## src/rtl/alc_pkg.sv

```systemverilog
package alc_pkg;

    // Source currently selected for the host byte bus.
    typedef enum logic [1:0] {
        SRC_NONE = 2'd0,
        SRC_HI   = 2'd1,
        SRC_LO   = 2'd2
    } bus_src_e;

endpackage

```

## src/rtl/alc_step_seq.sv

```systemverilog
// Position counter with fixed-length busy pulse; the count moves mid-pulse.
module alc_step_seq #(
    parameter int WORD_W   = 16,
    parameter int BUSY_CYC = 4
) (
    input  logic              clk,
    input  logic              rst_n,
    input  logic              step_req,
    input  logic              step_up,
    output logic [WORD_W-1:0] pos,
    output logic              busy
);
    localparam int CNT_W   = $clog2(BUSY_CYC + 1);
    localparam int MID_RAW = BUSY_CYC / 2;
    localparam int MID_CNT = (MID_RAW < 2) ? 2 : MID_RAW;

    typedef struct packed {
        logic [CNT_W-1:0]  cnt;
        logic              up;
        logic [WORD_W-1:0] pos;
    } seq_t;

    seq_t st_q, st_d;

    always_comb begin
        st_d = st_q;
        if (st_q.cnt == '0) begin
            if (step_req) begin
                st_d.cnt = CNT_W'(BUSY_CYC);
                st_d.up  = step_up;
            end
        end else begin
            st_d.cnt = st_q.cnt - CNT_W'(1);
            if (st_q.cnt == CNT_W'(MID_CNT)) begin
                st_d.pos = st_q.up ? (st_q.pos + WORD_W'(1))
                                   : (st_q.pos - WORD_W'(1));
            end
        end
    end

    always_ff @(posedge clk or negedge rst_n) begin
        if (!rst_n) begin
            st_q <= '0;
        end else begin
            st_q <= st_d;
        end
    end

    assign pos  = st_q.pos;
    assign busy = (st_q.cnt != '0);

endmodule

```

## src/rtl/alc_hold_ctl.sv

```systemverilog
// Transparent holding register with a busy-deferred freeze.
module alc_hold_ctl #(
    parameter int WORD_W = 16
) (
    input  logic              clk,
    input  logic              rst_n,
    input  logic              inhibit_n,
    input  logic              busy,
    input  logic [WORD_W-1:0] pos,
    output logic [WORD_W-1:0] word
);
    typedef struct packed {
        logic              frozen;
        logic [WORD_W-1:0] held;
    } hold_t;

    hold_t hq_q, hq_d;
    logic  frozen_q;

    always_comb begin
        hq_d = hq_q;
        // Freeze only when no step is in flight; stay frozen while inhibited.
        hq_d.frozen = !inhibit_n && (hq_q.frozen || !busy);
        if (!(hq_q.frozen && !inhibit_n)) begin
            hq_d.held = pos;
        end
    end

    always_ff @(posedge clk or negedge rst_n) begin
        if (!rst_n) begin
            hq_q <= '0;
        end else begin
            hq_q <= hq_d;
        end
    end

    assign word     = hq_q.held;
    assign frozen_q = hq_q.frozen;

endmodule

```

## src/rtl/alc_byte_bus.sv

```systemverilog
// Byte selector for the host bus; upper byte has priority.
module alc_byte_bus #(
    parameter int WORD_W = 16,
    parameter int BYTE_W = 8
) (
    input  logic [WORD_W-1:0] word,
    input  logic              en_hi_n,
    input  logic              en_lo_n,
    output logic [BYTE_W-1:0] bus_data,
    output logic              bus_oe
);
    import alc_pkg::*;

    localparam int NUM_BYTES = WORD_W / BYTE_W;
    localparam int HI_IDX    = NUM_BYTES - 1;

    logic [BYTE_W-1:0] byte_arr [NUM_BYTES];
    bus_src_e          src;

    for (genvar gi = 0; gi < NUM_BYTES; gi++) begin : g_slice
        assign byte_arr[gi] = word[gi*BYTE_W +: BYTE_W];
    end

    always_comb begin
        if (!en_hi_n) begin
            src = SRC_HI;
        end else if (!en_lo_n) begin
            src = SRC_LO;
        end else begin
            src = SRC_NONE;
        end
    end

    always_comb begin
        unique case (src)
            SRC_HI: begin
                bus_data = byte_arr[HI_IDX];
                bus_oe   = 1'b1;
            end
            SRC_LO: begin
                bus_data = byte_arr[0];
                bus_oe   = 1'b1;
            end
            default: begin
                bus_data = '0;
                bus_oe   = 1'b0;
            end
        endcase
    end

endmodule

```

## src/rtl/angle_latch_if.sv

```systemverilog
// Top: position counter, holding register and host byte bus.
module angle_latch_if #(
    parameter int WORD_W   = 16,
    parameter int BYTE_W   = 8,
    parameter int BUSY_CYC = 4
) (
    input  logic              clk,
    input  logic              rst_n,
    input  logic              step_req,
    input  logic              step_up,
    input  logic              inhibit_n,
    input  logic              en_hi_n,
    input  logic              en_lo_n,
    output logic              busy,
    output logic [BYTE_W-1:0] bus_data,
    output logic              bus_oe
);
    logic [WORD_W-1:0] pos;
    logic [WORD_W-1:0] word;

    alc_step_seq #(
        .WORD_W   (WORD_W),
        .BUSY_CYC (BUSY_CYC)
    ) u_seq (
        .clk      (clk),
        .rst_n    (rst_n),
        .step_req (step_req),
        .step_up  (step_up),
        .pos      (pos),
        .busy     (busy)
    );

    alc_hold_ctl #(
        .WORD_W (WORD_W)
    ) u_hold (
        .clk       (clk),
        .rst_n     (rst_n),
        .inhibit_n (inhibit_n),
        .busy      (busy),
        .pos       (pos),
        .word      (word)
    );

    alc_byte_bus #(
        .WORD_W (WORD_W),
        .BYTE_W (BYTE_W)
    ) u_bus (
        .word     (word),
        .en_hi_n  (en_hi_n),
        .en_lo_n  (en_lo_n),
        .bus_data (bus_data),
        .bus_oe   (bus_oe)
    );

endmodule

```

## config.mk

```make
export PLATFORM = sky130hd
export DESIGN_NAME = angle_latch_if
export DESIGN_NICKNAME = d
export VERILOG_FILES = /design/src/rtl/alc_pkg.sv /design/src/rtl/alc_step_seq.sv /design/src/rtl/alc_hold_ctl.sv /design/src/rtl/alc_byte_bus.sv /design/src/rtl/angle_latch_if.sv
export SDC_FILE = /design/constraint.sdc
export NUM_CORES = 1
export LEC_CHECK = 0
export CAP_MARGIN = 20
export CORE_MARGIN = 4
export CORE_UTILIZATION = 58
export CTS_CLUSTER_SIZE = 24
export DETAILED_ROUTE_END_ITERATION = 7
export PLACE_DENSITY = 0.79
export REMOVE_ABC_BUFFERS = 1
export SLEW_MARGIN = 20
export SYNTH_ARGS = -nofsm -noshare
export SYNTH_HDL_FRONTEND = slang
export SYNTH_SLANG_ARGS = --single-unit
```

## constraint.sdc

```tcl
create_clock -name clk -period 3.07 [get_ports clk]
set_clock_uncertainty 0.1 [all_clocks]
set_input_delay 0.614 -clock clk [delete_from_list [all_inputs] [get_ports clk]]
set_output_delay 0.614 -clock clk [all_outputs]
set_load 0.1 [all_outputs]
```

==> flow_summary_export.csv <==
group,metric,value,unit
outcome,status,"finished clean",
hold_path,min_path_type,"input port to asynchronous set/reset pin",
clock_tree,clock-sinks,37,
die,core_region_area,0.00369,sq mm
die,dieArea,0.00488,sq mm
place,io_buffers,16,
worst_setup_path,crit_family,"compound AO/OA/AOI/OAI gates",
layout,fillers,279,
worst_setup_path,crit_path_end_kind,"flip-flop",
sta,max_freq,0.372,GHz
sta,fin_ws,0.383,ns
drt,wire_per_inst,14.4,um
drt,drtIter0Drc,107,
worst_setup_path,slowest_delay,0.43,ns
synthesis,synth_cell_types,38,
drt,via_count,1773,
synthesis,synthesis.area,0.00222,sq mm
clock_tree,clk_latency,0.30,ns
run,drv_cap,0,
drt,wl,4480,um
drt,final_antenna_net_count,0,
global_routing,overflow,0,
layout,nNetsFinal,285,
worst_setup_path,crit_chain,"inv_1 > ha_1 > a21oi_1 > o21ai_0 > or3_1 > o22ai_1 > xor2_1 > o21ai_0",
place,dp_slack,0.437,ns
synthesis,synth_area_leaders,"dfrtp_1 (42%), ha_1 (8.5%), nand2_1 (6.9%)",
drt,drt-vias-per-instance,5.70,
synthesis,synth_top_area_frac,0.417,
worst_setup_path,critPathMaxFanout,14,
sta,maxSlewViolCount,0,
global_routing,grt_pass1_wl,8110,um
worst_setup_path,path_buf_inv,1,
place,dp_hpwl,3450,um
die,start_util,0.602,
die,fp.dieW,69.9,um
sta,period_share,0.875,
clock_tree,cts.reportedPaths.clkPinSlew,0.08,ns
worst_setup_path,crit_path_start_kind,"flip-flop",
drt,drt-pass1-iter-count,5,
sta,fin_crit,2.69,ns
worst_setup_path,path_common_cell,"o21ai_0",
die,ios,17,
die,die_height,69.9,um
synthesis,synth_ff_type,"dfrtp_1",
synthesis,synth_edf_count,0,
clock_tree,cts_buffer_depth,2,
place,gp_congestion,0.945,
drt,drc_errors,0,
clock_tree,cts-root-buf,"clkbuf_8",
clock_tree,cts_tree,"yes",
synthesis,synth_top_cell_by_area,"dfrtp_1",
synthesis,async_flop_share,1.00,
worst_setup_path,worst_ep_required_time,3.15,ns
synthesis,yosysSeqAreaShare,0.417,
sta,final.setup.tns,0,ns
die,core.rowCount,22,
synthesis,yosysWarnings,0,
worst_setup_path,crit_arrival,2.77,ns
synthesis,netlist_instances,244,
sta,rsz0062_at_grt,"no",
clock_tree,cts_setup_buffers,0,
global_routing,grt.total_usage,0.206,
synthesis,synth-seq-cells,37,
sta,max_slew_margin,0.473,
layout,area_growth,18.7,%
global_routing,grt_antenna_before_repair,0,
sta,finalHoldViolCount,0,
sta,tightestPinTransition,0.790,ns
global_routing,grt_pass1_vias,1780,
synthesis,postSynthAreaPerCell,9.10,sq um
clock_tree,htreeDepth,2,
worst_setup_path,critPathKind,"flip-flop to flip-flop",
clock_tree,ctsHoldBuffers,0,
worst_setup_path,cp_slowest_cell,"dfrtp_1",
layout,num_antenna_cells,0,
layout,fin_util,0.714,
sta,holdWs,0.299,ns
sta,setup_viol,0,
layout,layout_commonest_cell,"nand2_1",
clock_tree,cts_resized,0,
layout,drive_above_1_share,0.141,
global_routing,grt_start_max_net_pins,38,
layout,layout_common_cells,"nand2_1 (41), dfrtp_1 (37), o21ai_0 (30)",
clock_tree,cts_inserted_buffers,5,
[kinds of logic (layout without fill, tap and decap cells)]
family,count (synthesis),in the layout,share of synthesized area
buffers and inverters,22,41,0.0372
multiplexers,11,11,0.0547
adder cells (fa/ha/maj),16,16,0.0936
AO/OA/AOI/OAI,74,74,0.205
AND/OR/NAND/NOR,74,74,0.153
XOR/XNOR,10,10,0.0395
flip-flops,37,37,0.417
[per-layer routing]
metal | global-route usage | part of all wire | routed length [um]
met1 | 0.273 | 0.47 | 2100
met2 | 0.343 | 0.48 | 2140
met3 | 0.0417 | 0.040 | 177
met4 | 0.0574 | 0.013 | 59
met5 | 0 | 0 | 0
[per-stage QoR]
stage	std cells	area (sq um)
after CTS	311	2640
after global routing	311	2640
after floorplan	236	2190
final	311	2640
after detailed placement	303	2510
after global placement	303	2510
[area by class of cell]
cell class	instances	area [sq um]	share of cell area
repair buffers	19	265	0.101
inverters	14	52.6	0.0199
multi-input cells	185	1210	0.460
flip-flops and latches	37	926	0.351
well taps	48	60.1	0.0228
clock buffers	6	82.6	0.0313
clock inverters	2	37.5	0.0142
[Yosys cell counts, types with 2 or more instances]
cell	number
a211oi_2	2
a21o_1	3
a21oi_1	12
and3_1	2
clkbuf_1	8
dfrtp_1	37
ha_1	15
inv_1	14
mux2_2	9
mux2i_1	2
nand2_1	41
nand2b_1	3
nand3_1	4
nand4_1	2
nor2_1	8
nor3_1	6
o211ai_1	3
o21a_1	7
o21ai_0	30
o21ai_1	3
o22ai_1	6
or3_1	2
or4_1	2
xnor2_1	4
xor2_1	6
[state kept, by name, summed over array words and instances, names as in the netlist]
register         flops
u_hold.word         16
u_seq.pos           16
u_seq.st_q           4
u_hold.frozen_q      1
[path summary, 6_finish.rpt]
path / startpoint / end / slack (ns) / cells after the start
worst max-delay path: u_seq.st_q[16] / u_seq.pos[12] / 0.38 / 8
worst min-delay path: rst_n / u_hold.word[1] / 0.30 / 1
worst max register to register: u_seq.st_q[16] / u_seq.pos[12] / 0.38 / 8
worst min register to register: u_hold.frozen_q / u_hold.frozen_q / 0.41 / 2
max in group asynchronous: rst_n / u_seq.st_q[19] / 2.07 / 1
min in group clk: u_hold.frozen_q / u_hold.frozen_q / 0.41 / 2
Power is not shown: default switching activity piles up to over one toggle a cycle in this logic, so the estimate is an artifact.
